File: src/rtl/irq_hub_pkg.sv
package irq_hub_pkg;

  typedef enum logic [1:0] {
    EDGE_RISE = 2'd0,
    EDGE_FALL = 2'd1,
    EDGE_ANY  = 2'd2
  } edge_kind_e;

  // index of each asynchronous input inside the synchronizer vector
  localparam int A_DIO0  = 0;
  localparam int A_DIO1  = 1;
  localparam int A_PIN3  = 2;
  localparam int A_PIN5  = 3;
  localparam int A_COL0  = 4;
  localparam int A_COL1  = 5;
  localparam int A_LOCK  = 6;
  localparam int A_XFER  = 7;
  localparam int A_TICK  = 8;
  localparam int N_ASYNC = 9;

  localparam int N_LINES = 7;
  localparam int N_SEC   = 6;

  function automatic logic edge_seen(input logic prev, input logic cur,
                                     input edge_kind_e kind);
    case (kind)
      EDGE_RISE: return ~prev & cur;
      EDGE_FALL: return prev & ~cur;
      default:   return prev ^ cur;
    endcase
  endfunction

  // set has priority over any clear
  function automatic logic flag_next(input logic cur, input logic set,
                                     input logic clr);
    return set | (cur & ~clr);
  endfunction

  // a clear happens only where mask = 1 and data = 0
  function automatic logic zero_write(input logic wr, input logic m,
                                      input logic d);
    return wr & m & ~d;
  endfunction

endpackage

File: src/rtl/irq_sync_edge.sv
module irq_sync_edge #(
  parameter int WIDTH  = 9,
  parameter int STAGES = 2
) (
  input  logic             clk,
  input  logic             rst_n,
  input  logic [WIDTH-1:0] async_in,
  output logic [WIDTH-1:0] cur,
  output logic [WIDTH-1:0] prev,
  output logic             armed
);
  localparam int CW    = $clog2(STAGES + 2);
  localparam int ARM_N = STAGES + 1;

  logic [WIDTH-1:0] chain [STAGES];
  logic [CW-1:0]    cnt;

  always_ff @(posedge clk or negedge rst_n) begin
    if (!rst_n) begin
      for (int k = 0; k < STAGES; k++) chain[k] <= '0;
      prev <= '0;
      cnt  <= '0;
    end else begin
      chain[0] <= async_in;
      for (int k = 1; k < STAGES; k++) chain[k] <= chain[k-1];
      prev <= chain[STAGES-1];
      if (cnt != CW'(ARM_N)) cnt <= cnt + 1'b1;
    end
  end

  assign cur   = chain[STAGES-1];
  assign armed = (cnt == CW'(ARM_N));
endmodule

File: src/rtl/irq_flag_bank.sv
module irq_flag_bank #(
  parameter int WIDTH = 7
) (
  input  logic             clk,
  input  logic             rst_n,
  input  logic [WIDTH-1:0] set,
  input  logic [WIDTH-1:0] clr,
  output logic [WIDTH-1:0] q
);
  import irq_hub_pkg::*;

  for (genvar i = 0; i < WIDTH; i++) begin : g_bit
    always_ff @(posedge clk or negedge rst_n) begin
      if (!rst_n) q[i] <= 1'b0;
      else        q[i] <= flag_next(q[i], set[i], clr[i]);
    end
  end
endmodule

File: src/rtl/ext_irq_hub.sv
module ext_irq_hub #(
  parameter int SYNC_STAGES = 2
) (
  input  logic       clk,
  input  logic       rst_n,
  input  logic       dio_hi_n,
  input  logic       dio_lo_n,
  input  logic       busy3_pin,
  input  logic       eebusy_pin,
  input  logic [1:0] col_evt,
  input  logic       lock_stat,
  input  logic       xfer_evt,
  input  logic       tick_evt,
  input  logic [1:0] edge_sel,
  input  logic [6:0] pri_en,
  input  logic [5:0] sec_en,
  input  logic [6:0] vec_ack,
  input  logic       reg_wr,
  input  logic [7:3] reg_wmask,
  input  logic [7:3] reg_wdata,
  input  logic       sec_wr,
  input  logic [5:0] sec_wmask,
  input  logic [5:0] sec_wdata,
  output logic [7:0] flag_reg,
  output logic [5:0] sec_flag,
  output logic [6:0] irq_req
);
  import irq_hub_pkg::*;

  logic [N_ASYNC-1:0] raw, s_cur, s_prev;
  logic               armed;

  // named internal events, also watched by the checker
  logic [N_LINES-1:0] pri_set, pri_clr, pend;
  logic [N_SEC-1:0]   sec_set, sec_clr;
  logic [2:0]         grp_line, grp_prev;
  edge_kind_e         kind2, kind3;

  assign raw = {tick_evt, xfer_evt, lock_stat, col_evt[1], col_evt[0],
                eebusy_pin, busy3_pin, dio_lo_n, dio_hi_n};

  irq_sync_edge #(.WIDTH(N_ASYNC), .STAGES(SYNC_STAGES)) u_sync (
    .clk(clk), .rst_n(rst_n), .async_in(raw),
    .cur(s_cur), .prev(s_prev), .armed(armed)
  );

  // secondary sources
  assign sec_set[0] = armed & edge_seen(s_prev[A_COL0], s_cur[A_COL0], EDGE_RISE);
  assign sec_set[1] = armed & edge_seen(s_prev[A_COL1], s_cur[A_COL1], EDGE_RISE);
  assign sec_set[2] = armed & edge_seen(s_prev[A_LOCK], s_cur[A_LOCK], EDGE_RISE);
  assign sec_set[3] = armed & edge_seen(s_prev[A_LOCK], s_cur[A_LOCK], EDGE_FALL);
  assign sec_set[4] = armed & edge_seen(s_prev[A_XFER], s_cur[A_XFER], EDGE_RISE);
  assign sec_set[5] = armed & edge_seen(s_prev[A_TICK], s_cur[A_TICK], EDGE_RISE);

  for (genvar j = 0; j < N_SEC; j++) begin : g_sec_clr
    assign sec_clr[j] = zero_write(sec_wr, sec_wmask[j], sec_wdata[j]);
  end

  irq_flag_bank #(.WIDTH(N_SEC)) u_sec (
    .clk(clk), .rst_n(rst_n), .set(sec_set), .clr(sec_clr), .q(sec_flag)
  );

  // group lines: index 0 -> line 2, 1 -> line 4, 2 -> line 6
  for (genvar g = 0; g < 3; g++) begin : g_grp
    assign grp_line[g] = |(sec_flag[2*g +: 2] & sec_en[2*g +: 2]);
  end

  always_ff @(posedge clk or negedge rst_n) begin
    if (!rst_n) grp_prev <= '0;
    else        grp_prev <= grp_line;
  end

  assign kind2 = edge_sel[0] ? EDGE_RISE : EDGE_FALL;
  assign kind3 = edge_sel[1] ? EDGE_RISE : EDGE_FALL;

  // primary lines; line 2 is active low, line 5 pin is inverted
  assign pri_set[0] = armed & edge_seen(s_prev[A_DIO0], s_cur[A_DIO0], EDGE_FALL);
  assign pri_set[1] = armed & edge_seen(s_prev[A_DIO1], s_cur[A_DIO1], EDGE_FALL);
  assign pri_set[2] = edge_seen(~grp_prev[0], ~grp_line[0], kind2);
  assign pri_set[3] = armed & edge_seen(s_prev[A_PIN3], s_cur[A_PIN3], kind3);
  assign pri_set[4] = edge_seen(grp_prev[1], grp_line[1], EDGE_RISE);
  assign pri_set[5] = armed & edge_seen(~s_prev[A_PIN5], ~s_cur[A_PIN5], EDGE_RISE);
  assign pri_set[6] = edge_seen(grp_prev[2], grp_line[2], EDGE_RISE);

  assign pri_clr[0] = vec_ack[0];
  assign pri_clr[1] = vec_ack[1];
  for (genvar i = 2; i < N_LINES; i++) begin : g_pri_clr
    assign pri_clr[i] = vec_ack[i] | zero_write(reg_wr, reg_wmask[i+1], reg_wdata[i+1]);
  end

  irq_flag_bank #(.WIDTH(N_LINES)) u_pri (
    .clk(clk), .rst_n(rst_n), .set(pri_set), .clr(pri_clr), .q(pend)
  );

  assign flag_reg = {pend[6:2], 3'b000};
  assign irq_req  = pend & pri_en;
endmodule

File: config.mk
export PLATFORM = sky130hd
export DESIGN_NAME = ext_irq_hub
export DESIGN_NICKNAME = d
export VERILOG_FILES = /design/src/rtl/irq_hub_pkg.sv /design/src/rtl/irq_sync_edge.sv /design/src/rtl/irq_flag_bank.sv /design/src/rtl/ext_irq_hub.sv
export SDC_FILE = /design/constraint.sdc
export NUM_CORES = 1
export LEC_CHECK = 0
export CAP_MARGIN = 0
export CORE_AREA = 3 3 65 67
export CTS_CLUSTER_SIZE = 8
export DETAILED_ROUTE_END_ITERATION = 6
export DIE_AREA = 0 0 68 70
export GPL_ROUTABILITY_DRIVEN = 0
export GPL_TIMING_DRIVEN = 0
export PLACE_DENSITY = 0.86
export SYNTH_ARGS = -nofsm -noshare
export SYNTH_HDL_FRONTEND = slang
export SYNTH_SLANG_ARGS = --single-unit
File: constraint.sdc
create_clock -name clk -period 2.1 [get_ports clk]
set_input_delay 0.315 -clock clk [delete_from_list [all_inputs] [get_ports clk]]
set_output_delay 0.315 -clock clk [all_outputs]
set_load 0.03 [all_outputs]
==> impl_metrics.yaml <==
sta:
  hold_ws_ps: 352
  finalSetupViolCount: 0
  max_freq_mhz: 538
  fin_skew_ps: 6.83
  slew_viol_final: 0
  rsz0062_at_grt: "false"
  hold_violations: 0
  fin_crit_sh_pct: 88.4
  period_needed_ps: 1860
  setup_tns_ps: 0
  setup_ws_ps: 243
final_layout:
  final_cell_count_no_fill: 258
  num_antenna_cells: 0
  finalInstanceArea_sq_um: 2550
  nets: 267
  multi_input_area_sq_um: 384
  flow.area_growth_from_synthesis_pct: 59.7
  seq_area_sq_um: 1130
  drive_above_1_share_pct: 10.0
  layout_common_cells: "73 x clkdlybuf4s50_1, 45 x dfrtp_1, 17 x nand2_1, 10 x o21ai_0, 10 x nand3b_1"
  final_common_cell: "clkdlybuf4s50_1"
  num-fill-cells: 302
die:
  die_w_um: 68
  coreArea_sq_um: 3690
  dieArea_sq_um: 4760
  std_cell_rows: 22
  ios: 78
  die_y_um: 70
  initial_utilization_pct: 43.3
power:
  p_sw_w: 0.000473
  leakage_nw: 1.11
  combPwrFrac_pct: 19.0
  power_density_nw_per_um2: 786
  swShare_pct: 23.6
  p_int_w: 0.00153
  vdd_drop_max_mv: 0.439
  seqPwrFrac_pct: 48.1
  pwr-share-clk_pct: 32.9
placed_design:
  post-dp-hpwl_mm: 2.62
  dp_slack_ps: 234
  place_area_sq_um: 2420
  dpl.cell_count: 249
  place.port_buffers: 74
clock_tree:
  clk_latency_ps: 290
  numCtsBuffers: 5
  post_cts_buffers: 0
  cts_tree: "done"
  clock_sinks: 45
  post_cts_resized: 0
  clkSlewWorstSetupHoldPaths_ps: 80
  htreeDepth: 2
  clockBufferDepth: 2
  cts_root_buffer: "clkbuf_8"
synth:
  synth_top_cells_by_area: "dfrtp_1 70%, nand3b_1 4.7%, nand2_1 4.0%"
  syn_inst: 124
  synth_area_sq_um: 1600
  seq_area_frac_synth_pct: 70.5
  yosysTopAreaCell: "dfrtp_1"
  synth_top_area_share_pct: 70.5
  ys_types: 20
  syn_area_per_cell_sq_um: 12.9
  synth_warnings: 0
  synth_seq_cells: 45
setup_path:
  crit_path_end_kind: "primary output"
  worstPathCellList: "clkdlybuf4s50_1 -> and2_1 -> clkdlybuf4s50_1"
  path_class: "primary input to primary output"
  cp_num_buf_inv: 2
  crit_required_ps: 1780
  slowest_delay_ps: 660
  cpMostUsedCell: "clkdlybuf4s50_1"
  critPathMaxFanout: 1
  critical_path.top_delay_family: "buffers and inverters"
  arrival_ps: 1540
  critPathLaunchType: "primary input"
  crit_slowest_cell: "clkdlybuf4s50_1"
drt:
  routed_wl_mm: 3.28
  post_drt_wl_per_cell_um: 12.7
  drt_pass1_iterations: 4
  drt_iter0_markers: 21
  vias_per_cell: 4.60
  drc: 0
  drtAntennaViolNets: 0
  via_count: 1186
grt:
  grt_first_pass_wirelength_mm: 5.24
  grt.total_usage_pct: 14.6
  grt_max_degree: 28
  antenna_found_initial: 0
  grt_pass1_vias: 1161
  gr-total-overflow: 0
worst_hold_path:
  min_path_type: "flip-flop to flip-flop"
flow_run:
  maxCapViolCount: 0
run_status:
  status: "completed"
[power groups by stage]
stage	Clock (W)	Sequential, W	Combinational [W]
CTS	0.000681	0.000965	0.000387
finish	0.000658	0.000965	0.000381
global placement	0	0.000979	0.000374
detailed placement	0	0.000983	0.000385
floorplan	0	0.000998	0.000146
global route	0.000718	0.000972	0.000412
[layout make-up]
type	instances	area share (%)
flip-flops and latches	45	44.1
repair buffers	76	30.0
multi-input cells	64	15.1
clock buffers	6	3.24
plain buffers	9	2.55
well taps	48	2.35
clock inverters	2	1.47
inverters	8	1.18
[cell usage after synthesis]
master    number
conb_1         1
nand3_1        2
a22oi_2        1
o21ai_0       10
mux2_2         1
nand2_1       17
o22ai_1        2
inv_1          8
a22o_1         2
buf_4          8
ha_1           1
a32o_1         3
nor2b_1        2
or3_1          1
nand2b_1       1
xnor2_1        1
nand3b_1      10
and2_1         7
dfrtp_1       45
buf_2          1
[metrics by stage]
step	total power (W)	util, %
3_5_place_dp	0.00137	65.6
2_1_floorplan	0.00114	-
3_3_place_gp	0.00135	65.2
5_1_grt	0.00210	69.2
4_1_cts	0.00203	69.2
6_report	0.00200	69.2
[state kept, by name, indices dropped and copies added (netlist names)]
signal and count:
u_sync.chain 9, u_sync.cnt 2, u_sec.q 6, u_pri.q 7, u_sync.cur 9, u_sync.prev 9
grp_prev 3
[path summary, 6_finish.rpt]
kind	startpoint	end	slack [ps]	cells after the start
max	pri_en[6]	irq_req[6]	240	3
min	u_sync.chain[11]$_DFF_PN0_	u_sync.cur[2]$_DFF_PN0_	350	0
max reg2reg	u_sync.cnt[0]$_DFFE_PN0N_	u_pri.q[3]$_DFF_PN0_	930	3
min reg2reg	u_sync.chain[11]$_DFF_PN0_	u_sync.cur[2]$_DFF_PN0_	350	0
max in group asynchronous	rst_n	u_pri.q[6]$_DFF_PN0_	1130	3
min in group asynchronous	rst_n	u_sync.chain[15]$_DFF_PN0_	490	2
[metal layers]
metal / vias up / GRT usage, % / wire length [um]
met5: - / 0 / 0
met4: 0 / 4.86 / 37
met3: 5 / 5.47 / 357
met2: 57 / 22.3 / 1580
met1: 558 / 18.8 / 1300
li1: 566 / - / -
[cells by family (layout without fill, tap and decap cells)]
group | count (synthesis) | count (layout) | synth area share [%]
AOI/OAI and AO/OA | 18 | 18 | 7.67
xor gates and xnor gates | 1 | 1 | 0.548
adders and majority gates | 1 | 1 | 0.783
buffers and inverters | 17 | 101 | 5.95
DFF | 45 | 45 | 70.5
muxes | 1 | 1 | 0.705
other | 1 | 3 | 0.235
and+or+nand+nor | 40 | 40 | 13.6
[timing repair]
| item | in CTS | in global routing |
|---|---|---|
| hold buffers | 1 | 0 |
| endpoints found under the hold margin | 18 | 0 |
| endpoints found under the setup margin | 0 | 0 |
No activity file was read; power rests on OpenSTA's default activity.
